--- config.mk ---
export PLATFORM = sky130hd
export DESIGN_NAME = ddr_pdn_ctrl
export DESIGN_NICKNAME = d
export VERILOG_FILES = /design/src/rtl/pdn_pkg.sv /design/src/rtl/pdn_burst_guard.sv /design/src/rtl/pdn_dwell_timer.sv /design/src/rtl/pdn_fsm.sv /design/src/rtl/ddr_pdn_ctrl.sv
export SDC_FILE = /design/constraint.sdc
export NUM_CORES = 1
export LEC_CHECK = 0
export BUFFER_PORTS_ARGS = -buffer_cell sky130_fd_sc_hd__buf_4
export CORE_MARGIN = 8
export CORE_UTILIZATION = 40
export DETAILED_ROUTE_END_ITERATION = 8
export HOLD_SLACK_MARGIN = 0.08
export PLACE_DENSITY = 0.61
export SLEW_MARGIN = 20
export SYNTH_ARGS = -nofsm -noshare
export SYNTH_HDL_FRONTEND = slang
export SYNTH_SLANG_ARGS = --single-unit
--- constraint.sdc ---
create_clock -name clk -period 1.9 [get_ports clk]
set_input_delay 0.095 -clock clk [delete_from_list [all_inputs] [get_ports clk]]
set_output_delay 0.095 -clock clk [all_outputs]
set_load 0.005 [all_outputs]
--- src/rtl/pdn_pkg.sv ---
package pdn_pkg;
    typedef enum logic [1:0] {
        S_UP    = 2'd0,
        S_ENTER = 2'd1,
        S_DOWN  = 2'd2,
        S_EXIT  = 2'd3
    } pdn_state_e;

    typedef enum logic {
        MODE_PRECHARGE = 1'b0,
        MODE_ACTIVE    = 1'b1
    } pdn_mode_e;
endpackage

--- src/rtl/pdn_burst_guard.sv ---
module pdn_burst_guard (
    input  logic clk,
    input  logic rst_n,
    input  logic burst_busy,
    input  logic postamble_done,
    output logic blocked
);
    // Tail flag: the burst has ended but its postamble has not yet finished.
    logic tail_q;

    always_ff @(posedge clk) begin
        if (!rst_n)              tail_q <= 1'b0;
        else if (burst_busy)     tail_q <= 1'b1;
        else if (postamble_done) tail_q <= 1'b0;
    end

    assign blocked = burst_busy | tail_q;

    // The cycle after a busy burst stays blocked until the postamble is seen.
    p_tail_held_r3: assert property (@(posedge clk) disable iff (!rst_n)
        burst_busy |=> blocked);
endmodule

--- src/rtl/pdn_dwell_timer.sv ---
module pdn_dwell_timer #(
    parameter int MAX_PD_CYCLES = 1024
) (
    input  logic clk,
    input  logic rst_n,
    input  logic in_down,
    output logic expire
);
    localparam int CW = $clog2(MAX_PD_CYCLES + 1);
    localparam logic [CW-1:0] LAST = CW'(MAX_PD_CYCLES - 1);

    logic [CW-1:0] cnt_q;

    always_ff @(posedge clk) begin
        if (!rst_n || !in_down) cnt_q <= '0;
        else if (cnt_q != LAST) cnt_q <= cnt_q + 1'b1;
    end

    assign expire = in_down && (cnt_q == LAST);

    // The dwell ends at the edge after expiry.
    p_expire_leaves_r7: assert property (@(posedge clk) disable iff (!rst_n)
        expire |=> !in_down);
endmodule

--- src/rtl/pdn_fsm.sv ---
module pdn_fsm
    import pdn_pkg::*;
(
    input  logic clk,
    input  logic rst_n,
    input  logic pd_req,
    input  logic exit_req,
    input  logic blocked,
    input  logic expire,
    input  logic banks_idle,
    output logic cke,
    output logic cmd_nop,
    output logic cmd_ready,
    output logic pd_mode,
    output logic in_down
);
    pdn_state_e state_q, state_d;
    pdn_mode_e  mode_q;
    logic       pend_q;
    logic       want_pd, go;

    assign want_pd = pend_q | pd_req;
    assign go      = (state_q == S_UP) && want_pd && !blocked;

    always_comb begin
        state_d = state_q;
        unique case (state_q)
            S_UP:    if (go) state_d = S_ENTER;
            S_ENTER: state_d = S_DOWN;
            S_DOWN:  if (exit_req || expire) state_d = S_EXIT;
            S_EXIT:  state_d = S_UP;
        endcase
    end

    always_ff @(posedge clk) begin
        if (!rst_n) begin
            state_q <= S_UP;
            pend_q  <= 1'b0;
            mode_q  <= MODE_PRECHARGE;
        end else begin
            state_q <= state_d;
            pend_q  <= (state_q == S_UP) && want_pd && blocked;
            if (go) mode_q <= banks_idle ? MODE_PRECHARGE : MODE_ACTIVE;
        end
    end

    always_comb begin
        cke       = 1'b1;
        cmd_nop   = 1'b0;
        cmd_ready = 1'b0;
        in_down   = 1'b0;
        unique case (state_q)
            S_UP:    cmd_ready = 1'b1;
            S_ENTER: begin cke = 1'b0; cmd_nop = 1'b1; end
            S_DOWN:  begin cke = 1'b0; in_down = 1'b1; end
            S_EXIT:  cmd_nop = 1'b1;
        endcase
    end

    assign pd_mode = mode_q;

    p_no_entry_in_burst_r3: assert property (@(posedge clk) disable iff (!rst_n)
        (state_q == S_UP && blocked) |=> cke);
    p_fall_with_nop_r2: assert property (@(posedge clk) disable iff (!rst_n)
        $fell(cke) |-> cmd_nop);
    p_rise_with_nop_r9: assert property (@(posedge clk) disable iff (!rst_n)
        $rose(cke) |-> (cmd_nop && !cmd_ready));
    p_ready_after_exit_r6: assert property (@(posedge clk) disable iff (!rst_n)
        (state_q == S_EXIT) |=> cmd_ready);
    p_ready_needs_cke_r9: assert property (@(posedge clk) disable iff (!rst_n)
        !cke |-> !cmd_ready);
    p_mode_held_r4: assert property (@(posedge clk) disable iff (!rst_n)
        (state_q == S_DOWN || state_q == S_EXIT) |-> $stable(pd_mode));
    p_exit_ignored_r8: assert property (@(posedge clk) disable iff (!rst_n)
        (state_q == S_ENTER && exit_req) |=> !cke);
endmodule

--- src/rtl/ddr_pdn_ctrl.sv ---
module ddr_pdn_ctrl #(
    parameter int MAX_PD_CYCLES = 1024
) (
    input  logic clk,
    input  logic rst_n,
    input  logic pd_req,
    input  logic exit_req,
    input  logic burst_busy,
    input  logic postamble_done,
    input  logic banks_idle,
    output logic cke,
    output logic cmd_nop,
    output logic cmd_ready,
    output logic pd_mode
);
    logic blocked, expire, in_down;

    pdn_burst_guard u_guard (
        .clk            (clk),
        .rst_n          (rst_n),
        .burst_busy     (burst_busy),
        .postamble_done (postamble_done),
        .blocked        (blocked)
    );

    pdn_dwell_timer #(.MAX_PD_CYCLES(MAX_PD_CYCLES)) u_timer (
        .clk     (clk),
        .rst_n   (rst_n),
        .in_down (in_down),
        .expire  (expire)
    );

    pdn_fsm u_fsm (
        .clk        (clk),
        .rst_n      (rst_n),
        .pd_req     (pd_req),
        .exit_req   (exit_req),
        .blocked    (blocked),
        .expire     (expire),
        .banks_idle (banks_idle),
        .cke        (cke),
        .cmd_nop    (cmd_nop),
        .cmd_ready  (cmd_ready),
        .pd_mode    (pd_mode),
        .in_down    (in_down)
    );
endmodule

==> metrics.md <==
| Metric | Value |
|---|---|
| DRT antenna net count | 0 |
| Row count | 16 |
| Average size of a mapped cell | 9.46 sq um |
| Die W | around 61 um |
| Proportion of layout cells with a drive suffix above 1 | 0.253 |
| Mapped Nets | 96 |
| NumNets Final | between 100 and 150 |
| Largest net degree at the start of global routing | 10 |
| Warnings, synthesis | 0 |
| Fillers | 200 |
| Iter 0 DRT Violations | 6 |
| Register bit count reported by yosys | 16 |
| Worst slew margin | 0.706 |
| GP Congestion | roughly 0.77 |
| Setup violations, final | 0 |
| CTS clk-pin slew, worst paths | approximately 0.10 ns |
| Synth unique cells | 32 |
| Ports | 11 |
| CP Cell Sequence | ha_1 -> nand3_2 -> or3_1 -> a32oi_2 -> mux2i_1 |
| Max rail drop VDD | around 0.0007 V |
| Status | finished clean |
| Drt first pass iters | 4 |
| Kind of critical path | flip-flop to flip-flop |
| Ys flop type | dfxtp_1 |
| CP delay by family, top | simple AND/OR/NAND/NOR gates |
| WP data required | roughly 2.1 ns |
| Metal3 WL | slightly below 60 um |
| Worst Tran Pin Value | between 0.4 and 0.5 ns |
| Clock Skew | around 0.0036 ns |
| Crit. path cell count | 5 |
| Resize count post-CTS | 0 |
| Crit Path Max Fanout | 6 |
| Core area | slightly below 2000 sq um |
| Die outline height | 60.6 um |
| CTS tree | done |
| Sink Count | 16 |
| Async SR Flop Fraction | 0 |
| Clk root buf | clkbuf_4 |
| GRT Resource Usage Total | 0.0895 |
| Max Freq | 587 MHz |
| Post-layout min period | roughly 1.7 ns |
| Area added between synthesis and finish | 19.8% |
| Maxcap violations | 0 |
| Met2 WL | approximately 600 um |
| # DRC | 0 |
| Die area | 3670 sq um |
| CP peak stage delay | between 0.4 and 0.5 ns |
| Routed WL | between 1000 and 1500 um |
| Setup TNS | 0 ns |
| Max stage delay cell, worst path | or3_1 |
| Starting Density | 0.413 |
| Hold depth | 2 |
| Vias | 625 |
| Total grt overflow | 0 |
| Initial antenna violation count | 0 |
| Sequential-to-total area share from yosys stat | 0.403 |
| Post-Syn Instances | 84 |
| Unrepaired setup endpoints after global routing | no |
| Uppermost layer routed | met4 |
| Leakage Power | between 0.3 and 0.4 nW |
| DR WL/cell | ~11 um |
| WP data arrival | 1.93 ns |
| Type of the most critical hold path | input port to flip-flop |
| Power per Cell Area | ~960 nW/um^2 |
| Sequential cell area | approximately 320 sq um |
| Htree depth | 1 |
| Post-route cell area | roughly 950 sq um |
| N_diodes | 0 |
| Worst reg2reg path depth | 5 |
| CTS Buf Count | 3 |
| Tcrit/Tclk final | 0.897 |
| EDFF count, synth | 0 |
| DP HPWL | about 1100 um |
| M1 WL | 722 um |
| Clock Path Buffers | 2 |
| Global-route wire length before repair | around 2500 um |
| CP Launch Type | flip-flop |
| Max-slew violation count | 0 |
| Post-DP Area | approximately 900 sq um |
| Final hold violations | 0 |
| Vias in the first global route | between 600 and 700 |
| Worst skew pair latency | 0.29 ns |
| DR vias/cell | just under 5 |
| Commonest non-fill, non-tap cells in the layout | dfxtp_1 (16), buf_4 (11), nor2_1 (9), inv_1 (6), ha_1 (5) |
| Port Buf Inserts | 10 |
| Multi-input gate area | 437 sq um |
| CP endpoint kind | flip-flop |
| Synthesized area | around 790 sq um |
| Worst Path Buf+Inv | 0 |
| Commonest non-fill, non-tap cell in the layout | dfxtp_1 |
logic make-up after synthesis:
group / count (synthesis) / share of synthesized area
compound gates: 16 / 0.154
mux: 2 / 0.0252
fa+ha+maj: 5 / 0.0787
buf+inv: 8 / 0.0472
xor+xnor: 6 / 0.0661
flops: 16 / 0.403
simple gates: 31 / 0.225
worst register-to-register path: stages, from the launching register on:
cell,delay (ns)
dfxtp_1,0.38
ha_1,0.23
nand3_2,0.14
or3_1,0.43
a32oi_2,0.26
mux2i_1,0.20
cell type report:
cell class                 instances  area share
timing repair buffer              13       0.108
multi-input combinational         60       0.459
clock buffer                       4      0.0381
inverter                           6      0.0237
sequential                        16       0.336
tap                               27      0.0355
timing repair:
item                                   CTS  global route
setup buffers                            0             0
endpoints found under the hold margin    2             0
hold buffers                             2             0
where the power goes:
part / total (W) / switching [W] / internal (W)
combinational: 0.000292 / 0.000133 / 0.000159
sequential: 0.000396 / 0.0000278 / 0.000368
clock: 0.000228 / 0.000111 / 0.000117
total: 0.000916 / 0.000272 / 0.000644
synth_stat cells (2+ instances only):
library cell	n	area share
and3_2	2	0.019
nand2_1	4	0.019
xnor2_1	2	0.022
inv_1	6	0.028
ha_1	5	0.079
a21oi_1	2	0.013
nor2_1	9	0.043
xor2_1	4	0.044
dfxtp_1	16	0.40
o211a_1	2	0.025
mux2i_1	2	0.025
o21ai_0	3	0.019
nor3_1	4	0.025
a31oi_1	3	0.024
nor2b_1	2	0.016
nand3_1	2	0.013
per-layer routing:
| layer | global-route usage | vias to the layer above |
|---|---|---|
| li1 | - | 328 |
| met3 | 0.0212 | 4 |
| met4 | 0.0498 | 0 |
| met5 | 0 | - |
| met1 | 0.118 | 276 |
| met2 | 0.130 | 17 |
path summary, 6_finish.rpt:
| path | start | endpoint | slack, ns |
|---|---|---|---|
| worst max register to register | u_timer.cnt_q[0] | u_fsm.state_q[1] | 0.20 |
| worst min-delay path | rst_n | u_guard.tail_q | 0.08 |
| worst min register to register | u_timer.cnt_q[10] | u_timer.cnt_q[10] | 0.45 |
| worst max-delay path | u_timer.cnt_q[0] | u_fsm.state_q[1] | 0.20 |
flip-flops by register name (all words and copies together) (netlist names):
register	flops
u_guard.tail_q	1
u_fsm.pend_q	1
u_timer.cnt_q	11
u_fsm.state_q	2
u_fsm.pd_mode	1
metrics by stage:
step                setup WS (ns)  power (W)   util  hold WS (ns)  cells
floorplan                   0.212   0.000573      -         0.219     84
global placement            0.248   0.000693  0.466         0.321    120
detailed placement          0.218   0.000699  0.466         0.330    120
CTS                         0.174   0.000931  0.495        0.0854    126
global route               0.0255   0.000980  0.495        0.0819    126
finish                      0.195   0.000916  0.495        0.0842    126
No activity file was read; power rests on OpenSTA's default activity.
